`src/rtl/sb_pkg.sv`:
```
package sb_pkg;
  typedef enum logic [1:0] {
    RC_NONE,
    RC_STORE,
    RC_LOAD_MISS,
    RC_DRAIN
  } retire_cause_e;
endpackage

```
`src/rtl/sb_queue.sv`:
```
module sb_queue #(
  parameter int DEPTH  = 4,
  parameter int ADDR_W = 32,
  parameter int DATA_W = 32,
  parameter int WAY_W  = 2,
  localparam int PW = (DEPTH > 1) ? $clog2(DEPTH) : 1,
  localparam int CW = $clog2(DEPTH + 1)
) (
  input  logic              clk_i,
  input  logic              rst_ni,
  input  logic              push_i,
  input  logic              pop_i,
  input  logic [ADDR_W-1:0] push_addr_i,
  input  logic [DATA_W-1:0] push_data_i,
  input  logic [WAY_W-1:0]  push_way_i,
  output logic [PW-1:0]     head_o,
  output logic [CW-1:0]     count_o,
  output logic [ADDR_W-1:0] addr_q_o [DEPTH],
  output logic [DATA_W-1:0] data_q_o [DEPTH],
  output logic [WAY_W-1:0]  way_q_o  [DEPTH],
  output logic              full_o,
  output logic              empty_o
);
  logic [PW-1:0] head_q, tail_q;
  logic [CW-1:0] count_q;

  function automatic logic [PW-1:0] ptr_next(input logic [PW-1:0] p);
    return (p == PW'(DEPTH - 1)) ? '0 : p + PW'(1);
  endfunction

  always_ff @(posedge clk_i or negedge rst_ni) begin
    if (!rst_ni) begin
      head_q  <= '0;
      tail_q  <= '0;
      count_q <= '0;
    end else begin
      if (push_i) tail_q <= ptr_next(tail_q);
      if (pop_i)  head_q <= ptr_next(head_q);
      count_q <= count_q + CW'(push_i) - CW'(pop_i);
    end
  end

  for (genvar g = 0; g < DEPTH; g++) begin : g_slot
    always_ff @(posedge clk_i) begin
      if (push_i && tail_q == PW'(g)) begin
        addr_q_o[g] <= push_addr_i;
        data_q_o[g] <= push_data_i;
        way_q_o[g]  <= push_way_i;
      end
    end
  end

  assign head_o  = head_q;
  assign count_o = count_q;
  assign full_o  = (count_q == CW'(DEPTH));
  assign empty_o = (count_q == '0);
endmodule

```
`src/rtl/sb_fwd.sv`:
```
module sb_fwd #(
  parameter int DEPTH  = 4,
  parameter int ADDR_W = 32,
  parameter int DATA_W = 32,
  localparam int PW = (DEPTH > 1) ? $clog2(DEPTH) : 1,
  localparam int CW = $clog2(DEPTH + 1)
) (
  input  logic [ADDR_W-1:0] ld_addr_i,
  input  logic [PW-1:0]     head_i,
  input  logic [CW-1:0]     count_i,
  input  logic [ADDR_W-1:0] addr_q_i [DEPTH],
  input  logic [DATA_W-1:0] data_q_i [DEPTH],
  output logic              match_o,
  output logic [DATA_W-1:0] data_o
);
  // walk oldest to youngest so the last match wins
  always_comb begin
    match_o = 1'b0;
    data_o  = '0;
    for (int k = 0; k < DEPTH; k++) begin
      int idx;
      idx = int'(head_i) + k;
      if (idx >= DEPTH) idx = idx - DEPTH;
      if (k < int'(count_i) && addr_q_i[PW'(idx)] == ld_addr_i) begin
        match_o = 1'b1;
        data_o  = data_q_i[PW'(idx)];
      end
    end
  end
endmodule

```
`src/rtl/sb_ctrl.sv`:
```
module sb_ctrl
  import sb_pkg::*;
(
  input  logic st_valid_i,
  input  logic st_hit_i,
  input  logic ld_valid_i,
  input  logic ld_hit_i,
  input  logic drain_i,
  input  logic arr_busy_i,
  input  logic empty_i,
  input  logic full_i,
  output logic push_o,
  output logic pop_o,
  output logic st_ready_o,
  output logic ld_stall_o,
  output logic drained_o
);
  retire_cause_e cause;

  always_comb begin
    if (empty_i || arr_busy_i)          cause = RC_NONE;
    else if (st_valid_i)                cause = RC_STORE;
    else if (ld_valid_i && !ld_hit_i)   cause = RC_LOAD_MISS;
    else if (drain_i)                   cause = RC_DRAIN;
    else                                cause = RC_NONE;
  end

  assign pop_o      = (cause != RC_NONE);
  assign st_ready_o = !full_i || pop_o;
  assign push_o     = st_valid_i && st_hit_i && st_ready_o;
  assign ld_stall_o = ld_valid_i && !ld_hit_i && !empty_i;
  assign drained_o  = drain_i && empty_i;
endmodule

```
`src/rtl/store_fwd_buffer.sv`:
```
module store_fwd_buffer #(
  parameter int DEPTH  = 4,
  parameter int ADDR_W = 32,
  parameter int DATA_W = 32,
  parameter int WAY_W  = 2
) (
  input  logic              clk_i,
  input  logic              rst_ni,
  input  logic              st_valid_i,
  input  logic              st_hit_i,
  input  logic [ADDR_W-1:0] st_addr_i,
  input  logic [DATA_W-1:0] st_data_i,
  input  logic [WAY_W-1:0]  st_way_i,
  output logic              st_ready_o,
  input  logic              ld_valid_i,
  input  logic              ld_hit_i,
  input  logic [ADDR_W-1:0] ld_addr_i,
  output logic              ld_fwd_o,
  output logic [DATA_W-1:0] ld_fwd_data_o,
  output logic              ld_stall_o,
  input  logic              drain_i,
  output logic              drained_o,
  input  logic              arr_busy_i,
  output logic              wr_en_o,
  output logic [ADDR_W-1:0] wr_addr_o,
  output logic [DATA_W-1:0] wr_data_o,
  output logic [WAY_W-1:0]  wr_way_o,
  output logic              full_o,
  output logic              empty_o
);
  localparam int PW = (DEPTH > 1) ? $clog2(DEPTH) : 1;
  localparam int CW = $clog2(DEPTH + 1);

  logic              push, pop, q_full, q_empty, match;
  logic [PW-1:0]     head;
  logic [CW-1:0]     count;
  logic [ADDR_W-1:0] addr_q [DEPTH];
  logic [DATA_W-1:0] data_q [DEPTH];
  logic [WAY_W-1:0]  way_q  [DEPTH];
  logic [DATA_W-1:0] fwd_data;

  sb_queue #(.DEPTH(DEPTH), .ADDR_W(ADDR_W), .DATA_W(DATA_W), .WAY_W(WAY_W)) u_queue (
    .clk_i      (clk_i),
    .rst_ni     (rst_ni),
    .push_i     (push),
    .pop_i      (pop),
    .push_addr_i(st_addr_i),
    .push_data_i(st_data_i),
    .push_way_i (st_way_i),
    .head_o     (head),
    .count_o    (count),
    .addr_q_o   (addr_q),
    .data_q_o   (data_q),
    .way_q_o    (way_q),
    .full_o     (q_full),
    .empty_o    (q_empty)
  );

  sb_fwd #(.DEPTH(DEPTH), .ADDR_W(ADDR_W), .DATA_W(DATA_W)) u_fwd (
    .ld_addr_i(ld_addr_i),
    .head_i   (head),
    .count_i  (count),
    .addr_q_i (addr_q),
    .data_q_i (data_q),
    .match_o  (match),
    .data_o   (fwd_data)
  );

  sb_ctrl u_ctrl (
    .st_valid_i(st_valid_i),
    .st_hit_i  (st_hit_i),
    .ld_valid_i(ld_valid_i),
    .ld_hit_i  (ld_hit_i),
    .drain_i   (drain_i),
    .arr_busy_i(arr_busy_i),
    .empty_i   (q_empty),
    .full_i    (q_full),
    .push_o    (push),
    .pop_o     (pop),
    .st_ready_o(st_ready_o),
    .ld_stall_o(ld_stall_o),
    .drained_o (drained_o)
  );

  assign wr_en_o       = pop;
  assign wr_addr_o     = addr_q[head];
  assign wr_data_o     = data_q[head];
  assign wr_way_o      = way_q[head];
  assign ld_fwd_o      = ld_valid_i && ld_hit_i && match;
  assign ld_fwd_data_o = fwd_data;
  assign full_o        = q_full;
  assign empty_o       = q_empty;
endmodule

```
`config.mk`:
```
export PLATFORM = sky130hd
export DESIGN_NAME = store_fwd_buffer
export DESIGN_NICKNAME = d
export VERILOG_FILES = /design/src/rtl/sb_pkg.sv /design/src/rtl/sb_queue.sv /design/src/rtl/sb_fwd.sv /design/src/rtl/sb_ctrl.sv /design/src/rtl/store_fwd_buffer.sv
export SDC_FILE = /design/constraint.sdc
export NUM_CORES = 1
export LEC_CHECK = 0
export ABC_AREA = 0
export BUFFER_PORTS_ARGS = -buffer_cell sky130_fd_sc_hd__clkbuf_2
export CAP_MARGIN = 25
export CORE_MARGIN = 1.5
export CORE_UTILIZATION = 41
export CTS_CLUSTER_DIAMETER = 60
export DETAILED_ROUTE_END_ITERATION = 8
export GPL_TIMING_DRIVEN = 0
export PLACE_DENSITY = 0.58
export SETUP_SLACK_MARGIN = 0.02
export SYNTH_ARGS = -nofsm -noshare
export SYNTH_HDL_FRONTEND = slang
export SYNTH_HIERARCHICAL = 1
export SYNTH_SLANG_ARGS = --single-unit
```
`constraint.sdc`:
```
create_clock -name clk_i -period 4.1 [get_ports clk_i]
set_input_delay 0.82 -clock clk_i [delete_from_list [all_inputs] [get_ports clk_i]]
set_output_delay 0.82 -clock clk_i [all_outputs]
set_load 0.05 [all_outputs]
```
==> run_results.csv, run 1 <==
group,metric,value,unit
outcome,outcome,"complete, but fails checks",
outcome,violations,"negative setup slack",
die,core_area,0.04451,sq mm
synthesis,synthCells,1457,
setup_path,worst_setup_path_start_kind,"flip-flop",
placement,dp_slack,-1823,ps
pwr,p_sw,9.059,mW
grt,grt_usage,29.59,%
synthesis,synth_ff_type,"edfxtp_1",
drt,ant_nets,0,
setup_path,cp_slowest_cell,"dfrtp_2",
synthesis,synth.distinct_cells,79,
synthesis,netlist_area,0.01863,sq mm
die,die-area,0.04671,sq mm
placement,gp_congestion,0.9742,
synthesis,syn_nets,1571,
die,ios,211,
pwr,finalPower,19.56,mW
setup_path,max_stage_delay,430,ps
layout,finish.utilization,56.01,%
grt,grt_pass1_wl,101100,um
clock_tree,clk-insertion-delay-late,560,ps
pwr,pwr-share-clk,16.5,%
timing,maxSlewViolCount,0,
timing,period_needed,5149,ps
timing,finClkSkew,16.35,ps
synthesis,ys_top_cells_by_area,"edfxtp_1, mux4_2, mux2i_1",
setup_path,cp.arrival,4330,ps
drt,wl,71800,um
clock_tree,clock_sinks,271,
die,die_h,216.1,um
setup_path,crit_top_cell,"buf_12",
synthesis,ys_ff_latch,271,
synthesis,ys.warnings.count,6,
timing,timing.slew.headroom,33.44,%
setup_path,crit_type,"reg -> out",
pwr,p_per_area,784.5,mW/mm^2
grt,grt_pass1_vias,14650,
drt,drt_iter0_markers,1849,
clock_tree,clockBufferDepth,3,
synthesis,ys_top_cells_by_count,"edfxtp_1, mux2i_1, nor2_1",
die,row_count,77,
placement,hpwl,50030,um
grt,antenna_found_initial,6,
grt,grt_overflow,0,
clock_tree,root_buffer,"clkbuf_16",
drt,vias,15390,
setup_path,end_kind,"output port",
drt,drc,0,
timing,finalHoldViolations,0,
timing,timing.fmax,0.1942,GHz
clock_tree,htreeDepth,2,
setup_path,worst_ep_required_time,3280,ps
layout,area_growth,33.85,%
setup_path,crit_buf_inv,9,
run,max_cap_violations,0,
synthesis,yosysTopAreaCellShare,42.56,%
pwr,power_frac_seq,18.6,%
synthesis,async_flop_share,2.583,%
drt,dr.pass1.iters,8,
synthesis,synth_seq_area_share,43.50,%
placement,port_buffers,184,
pwr,internal_power,10.50,mW
synthesis,synth-edff-count,264,
timing,fin_ws,-1049,ps
layout,num-fill-cells,3718,
layout,drive_gt1_share,44.74,%
pwr,switching_share,46.32,%
synthesis,avgSynthCellArea,12.78,sq um
timing,fin_hold_ws,103.4,ps
pwr,peakVddDrop,0.0004948,V
timing,fin_crit_sh,125.6,%
synthesis,synth_most_common_cell,"edfxtp_1",
layout,nNetsFinal,1877,
clock_tree,cts-hold-fix-buffers,0,
clock_tree,numCtsBuffers,34,
setup_path,path_max_fanout,8,
drt,wl_per_cell,30.13,um
die,initial_utilization,41.85,%
setup_path,crit_chain,"buf_12 > buf_16 > buf_12 > buf_12 > buf_12 > buf_12 > mux4_2 > xnor2_2 > nand4_1 > nor3_2 > o2111ai_4 > a21oi_4 > buf_6 > clkbuf_16 > o21ai_0 > o211ai_1 > clkbuf_8",
synthesis,synth_area_leader_cell,"edfxtp_1",
setup_path,path_delay_family,"buffers and inverters",
timing,setup_viol,33,
pwr,p_leak,8.854,nW
clock_tree,clk_pin_slew,60,ps
die,die_w,216.1,um
timing,grt_setup_unrepaired,"true",
grt,grt_max_degree,49,
worst_hold_path,hold_path.class,"in -> async",
pwr,power_frac_comb,64.8,%
clock_tree,cts_tree,"built",
timing,tightest_slew,998.4,ps
drt,vias_per_cell,6.460,
## layout make-up
type / count / area (sq um) / area share, %
Inverter: 13 / 51.30 / 0.2058
Buffer: 136 / 1323 / 5.305
Timing Repair Buffer: 270 / 2379 / 9.541
Sequential cell: 271 / 8105 / 32.51
Clock buffer: 40 / 894.6 / 3.588
Multi-Input combinational cell: 1037 / 11130 / 44.66
Tap cell: 592 / 740.7 / 2.971
Antenna cell: 3 / 7.507 / 0.03011
Clock inverter: 21 / 296.5 / 1.189
## logic make-up after synthesis
group           count (synthesis)  synth area share [%]
compound gates                221                 8.639
xor+xnor                      125                 5.878
fa+ha+maj                       8                0.5777
buf+inv                       150                 4.319
flops                         271                 43.50
mux                           361                 28.75
simple gates                  321                 8.337
## through the flow
step	cells	area [sq um]	TNS [ps]
floorplan	1457	18800	-1453
global placement	2233	20460	-55650
detailed placement	2237	20570	-55940
CTS	2336	23330	-29710
global route	2382	24930	-31340
finish	2383	24930	-31100
## power groups by stage
stage / Sequential [mW] / Clock, mW / Combinational (mW)
floorplan: 3.58 / 0 / 7.71
global placement: 3.69 / 0 / 10.4
detailed placement: 3.68 / 0 / 10.5
CTS: 3.63 / 3.27 / 11.7
global route: 3.68 / 3.37 / 13.1
finish: 3.64 / 3.23 / 12.7
## worst register-to-register path, cell delays in order (launching register included)
cell	delay [ps]
dfrtp_1	490
nor3_1	660
nor3_1	300
ha_1	370
inv_1	40
ha_1	190
fa_1	410
xnor2_1	140
## layout by cell type (no fill, tap or decap), drive strengths merged, types with 20 or more instances in the layout
| master | Yosys | final |
|---|---|---|
| mux2 | 45 | 45 |
| mux2i | 183 | 183 |
| nand2 | 28 | 29 |
| mux4 | 133 | 133 |
| nand3 | 48 | 48 |
| o311ai | 21 | 21 |
| nand4 | 20 | 20 |
| o21ai | 65 | 65 |
| buf | 78 | 165 |
| clkbuf | 59 | 278 |
| nor3 | 42 | 42 |
| xnor2 | 110 | 110 |
| o211ai | 22 | 22 |
| nor2 | 136 | 136 |
| edfxtp | 264 | 264 |
## state kept, by name, summed over array words and instances (netlist names)
signal            cells
u_queue/data_q_o    128
u_queue/tail_q        2
u_queue/way_q_o       8
u_queue/head_o        2
u_queue/addr_q_o    128
u_queue/count_o       3
## path summary, 6_finish.rpt
| kind | from | endpoint | slack, ps | depth (start not counted) |
|---|---|---|---|---|
| setup / recovery | u_queue/head_o[1]$_DFFE_PN0P_ | ld_fwd_data_o[28] | -1050 | 17 |
| hold / removal | rst_ni | u_queue/tail_q[0]$_DFFE_PN0P_ | 100 | 1 |
| setup reg to reg | u_queue/count_o[1]$_DFF_PN0_ | u_queue/count_o[2]$_DFF_PN0_ | 1400 | 7 |
| hold reg to reg | u_queue/tail_q[1]$_DFFE_PN0P_ | u_queue/tail_q[1]$_DFFE_PN0P_ | 620 | 2 |
| max in group asynchronous | rst_ni | u_queue/head_o[0]$_DFFE_PN0P_ | 3810 | 1 |
| min in group clk_i | st_data_i[11] | u_queue/data_q_o[75]$_DFFE_PP_ | 480 | 1 |
## layer usage
layer	wire length (um)	vias up	track usage (%)
li1	-	6431	-
met1	29790	7869	42.31
met2	32590	917	45.05
met3	6564	171	5.081
met4	2821	6	11.30
met5	35	-	0
## what timing repair did
action | CTS | global route
pin swaps | 44 | 69
setup endpoints to repair | 33 | 33
resized for setup | 277 | 225
setup buffers | 33 | 33
cloned | 5 | 12
endpoints found under the hold margin | 0 | 0
(Power assumes the default switching activity.)
==> run 2, diff against run 1 <==
SYNTH_HIERARCHICAL = not set   (was 1)
==> run_results.csv, run 2 <==
group,metric,value,unit
outcome,outcome,"complete, but fails checks",
outcome,violations,"negative setup slack",
drt,vias_per_cell,6.453,
timing,fin_crit_sh,129.2,%
synthesis,ys_ff_latch,271,
timing,timing.fmax,0.1888,GHz
drt,ant_nets,0,
setup_path,worst_ep_required_time,3280,ps
synthesis,synth_most_common_cell,"edfxtp_1",
die,row_count,77,
synthesis,synth-edff-count,264,
placement,hpwl,45710,um
placement,dp_cells,2001,
synthesis,synth_area_leader_cell,"edfxtp_1",
setup_path,reg2reg_depth,8,
timing,grt_setup_unrepaired,"true",
synthesis,synth.distinct_cells,73,
setup_path,crit_type,"reg -> out",
synthesis,synth_seq_area_share,43.61,%
drt,vias,13640,
synthesis,synthCells,1212,
synthesis,ys_top_cells_by_count,"edfxtp_1, mux4_2, mux2i_1",
drt,wl,65120,um
setup_path,timing.rr.start,"u_queue.head_o[1]$_DFFE_PN0P_",
synthesis,netlist_area,0.01858,sq mm
clock_tree,clockBufferDepth,3,
die,ios,211,
pwr,p_leak,8.154,nW
worst_hold_path,hold_path.class,"in -> async",
synthesis,syn_nets,1327,
layout,nNetsFinal,1610,
clock_tree,cts_tree,"built",
drt,drc,0,
layout,area_growth,24.94,%
clock_tree,htreeDepth,2,
pwr,p_per_area,828.1,mW/mm^2
layout,largestRegisters,"u_queue.addr_q_o (128), u_queue.data_q_o (128), u_queue.way_q_o (8)",
timing,maxSlewViolCount,0,
placement,gp_congestion,0.9977,
timing,fin_ws,-1196,ps
grt,grt_pass1_wl,94350,um
layout,layout_common_cells,"edfxtp_1, mux4_2, clkbuf_2, mux2i_1, xnor2_1",
clock_tree,root_buffer,"clkbuf_16",
setup_path,path_max_fanout,10,
clock_tree,numCtsBuffers,35,
synthesis,async_flop_share,2.583,%
setup_path,worst_setup_path_start_kind,"flip-flop",
placement,port_buffers,193,
grt,antenna_found_initial,9,
grt,grt_max_degree,46,
pwr,peakVddDrop,0.0004868,V
synthesis,yosysTopAreaCellShare,42.66,%
die,die-area,0.04661,sq mm
clock_tree,clk-insertion-delay-late,540,ps
run,max_cap_violations,0,
die,die_w,215.9,um
timing,period_needed,5296,ps
setup_path,rr_endpoint,"u_queue.head_o[1]$_DFFE_PN0P_",
synthesis,ys_top_cells_by_area,"edfxtp_1, mux4_2, mux4_4",
setup_path,end_kind,"output port",
timing,finClkSkew,20.06,ps
grt,grt_overflow,0,
timing,tightest_slew,791.4,ps
clock_tree,clock_sinks,271,
layout,final_cells,2114,
timing,timing.slew.headroom,47.24,%
clock_tree,clk_pin_slew,60,ps
drt,wl_per_cell,30.81,um
grt,grt_pass1_vias,13540,
setup_path,reg2reg_slack,1340,ps
placement,placed_area,0.02049,sq mm
layout,design_area,0.02322,sq mm
die,initial_utilization,41.75,%
drt,drt_iter0_markers,1667,
synthesis,ys.warnings.count,0,
die,die_h,215.9,um
timing,finalHoldViolations,0,
layout,drive_gt1_share,47.60,%
synthesis,avgSynthCellArea,15.33,sq um
drt,dr.pass1.iters,5,
grt,grt_usage,27.87,%
timing,setup_viol,33,
synthesis,synth_ff_type,"edfxtp_1",
layout,layout_commonest_cell,"edfxtp_1",
die,core_area,0.04451,sq mm
setup_path,cp.arrival,4480,ps
[run 2: per-layer routing]
metal	vias up	global-route usage [%]	wire, um
li1	5635	-	-
met1	7176	39.71	27430
met2	699	42.34	29760
met3	119	6.004	5717
met4	12	9.534	2134
met5	-	0	90
[run 2: power by group]
group / switching (mW) / leakage, nW / internal (mW)
Sequential: 0.234 / 2.48 / 3.38
Clock: 1.19 / 0.540 / 1.82
Combinational: 6.98 / 5.14 / 5.63
Total: 8.40 / 8.15 / 10.8
[run 2: repair_timing]
action                                  in CTS  in global routing
cloned                                       2                  2
resized for setup                          228                 51
endpoints found under the setup margin      75                 48
buffers inserted                            27                 18
pin swaps                                   21                 18
hold buffers                                 0                  0
[run 2: worst max path at each step]
stage | from | end | slack, ps | cells after the start
2_1_floorplan | u_queue.head_o[1]$_DFFE_PN0P_ | ld_fwd_data_o[31] | -20 | 12
3_3_place_gp | u_queue.head_o[1]$_DFFE_PN0P_ | ld_fwd_data_o[12] | -1530 | 14
3_5_place_dp | u_queue.head_o[1]$_DFFE_PN0P_ | ld_fwd_data_o[3] | -1490 | 14
4_1_cts | u_queue.head_o[0]$_DFFE_PN0P_ | ld_fwd_data_o[27] | -1150 | 13
5_1_grt | u_queue.head_o[0]$_DFFE_PN0P_ | ld_fwd_data_o[4] | -1260 | 14
6_report | u_queue.head_o[1]$_DFFE_PN0P_ | ld_fwd_data_o[4] | -1200 | 15
[run 2: through the flow]
step	utilization (%)	hold WS (ps)	worst slack, ps	TNS, ps	power [mW]
floorplan	-	524.3	-17.02	-17.02	11.75
global placement	45.76	553.9	-1531	-383990	14.64
detailed placement	46.03	566.3	-1493	-52420	14.68
CTS	51.21	105.3	-1146	-36620	18.72
global route	52.15	123.4	-1264	-40090	19.90
finish	52.16	115.7	-1196	-37790	19.23
[run 2: cell families after synthesis]
| logic type | count (synthesis) | synth area share, % |
|---|---|---|
| buffers and inverters | 159 | 5.367 |
| muxes | 311 | 32.55 |
| DFF | 271 | 43.61 |
| xor gates and xnor gates | 108 | 5.091 |
| AOI/OAI and AO/OA | 215 | 8.774 |
| and+or+nand+nor | 139 | 3.966 |
| adders and majority gates | 9 | 0.6464 |
[run 2: cell type report]
class,instances,area (sq um)
Sequential cell,271,8105
Inverter,45,168.9
Buffer,113,1181
Tap cell,592,740.7
Antenna cell,3,7.507
Multi-Input combinational cell,783,9953
Timing Repair Buffer,246,1936
Fill cell,3794,21290
Clock inverter,16,180.2
Clock buffer,45,943.4
[run 2: worst max-delay path: stages, from the launching register on]
cell and delay (ps):
dfrtp_2 440, ha_4 330, buf_12 150, buf_16 130
buf_12 110, buf_8 180, mux2i_1 160, a2bb2oi_2 230
o2111ai_2 160, a2111oi_4 540, nand3_2 160, buf_4 190
or4_4 490, buf_6 190, o22a_2 270, clkbuf_8 180
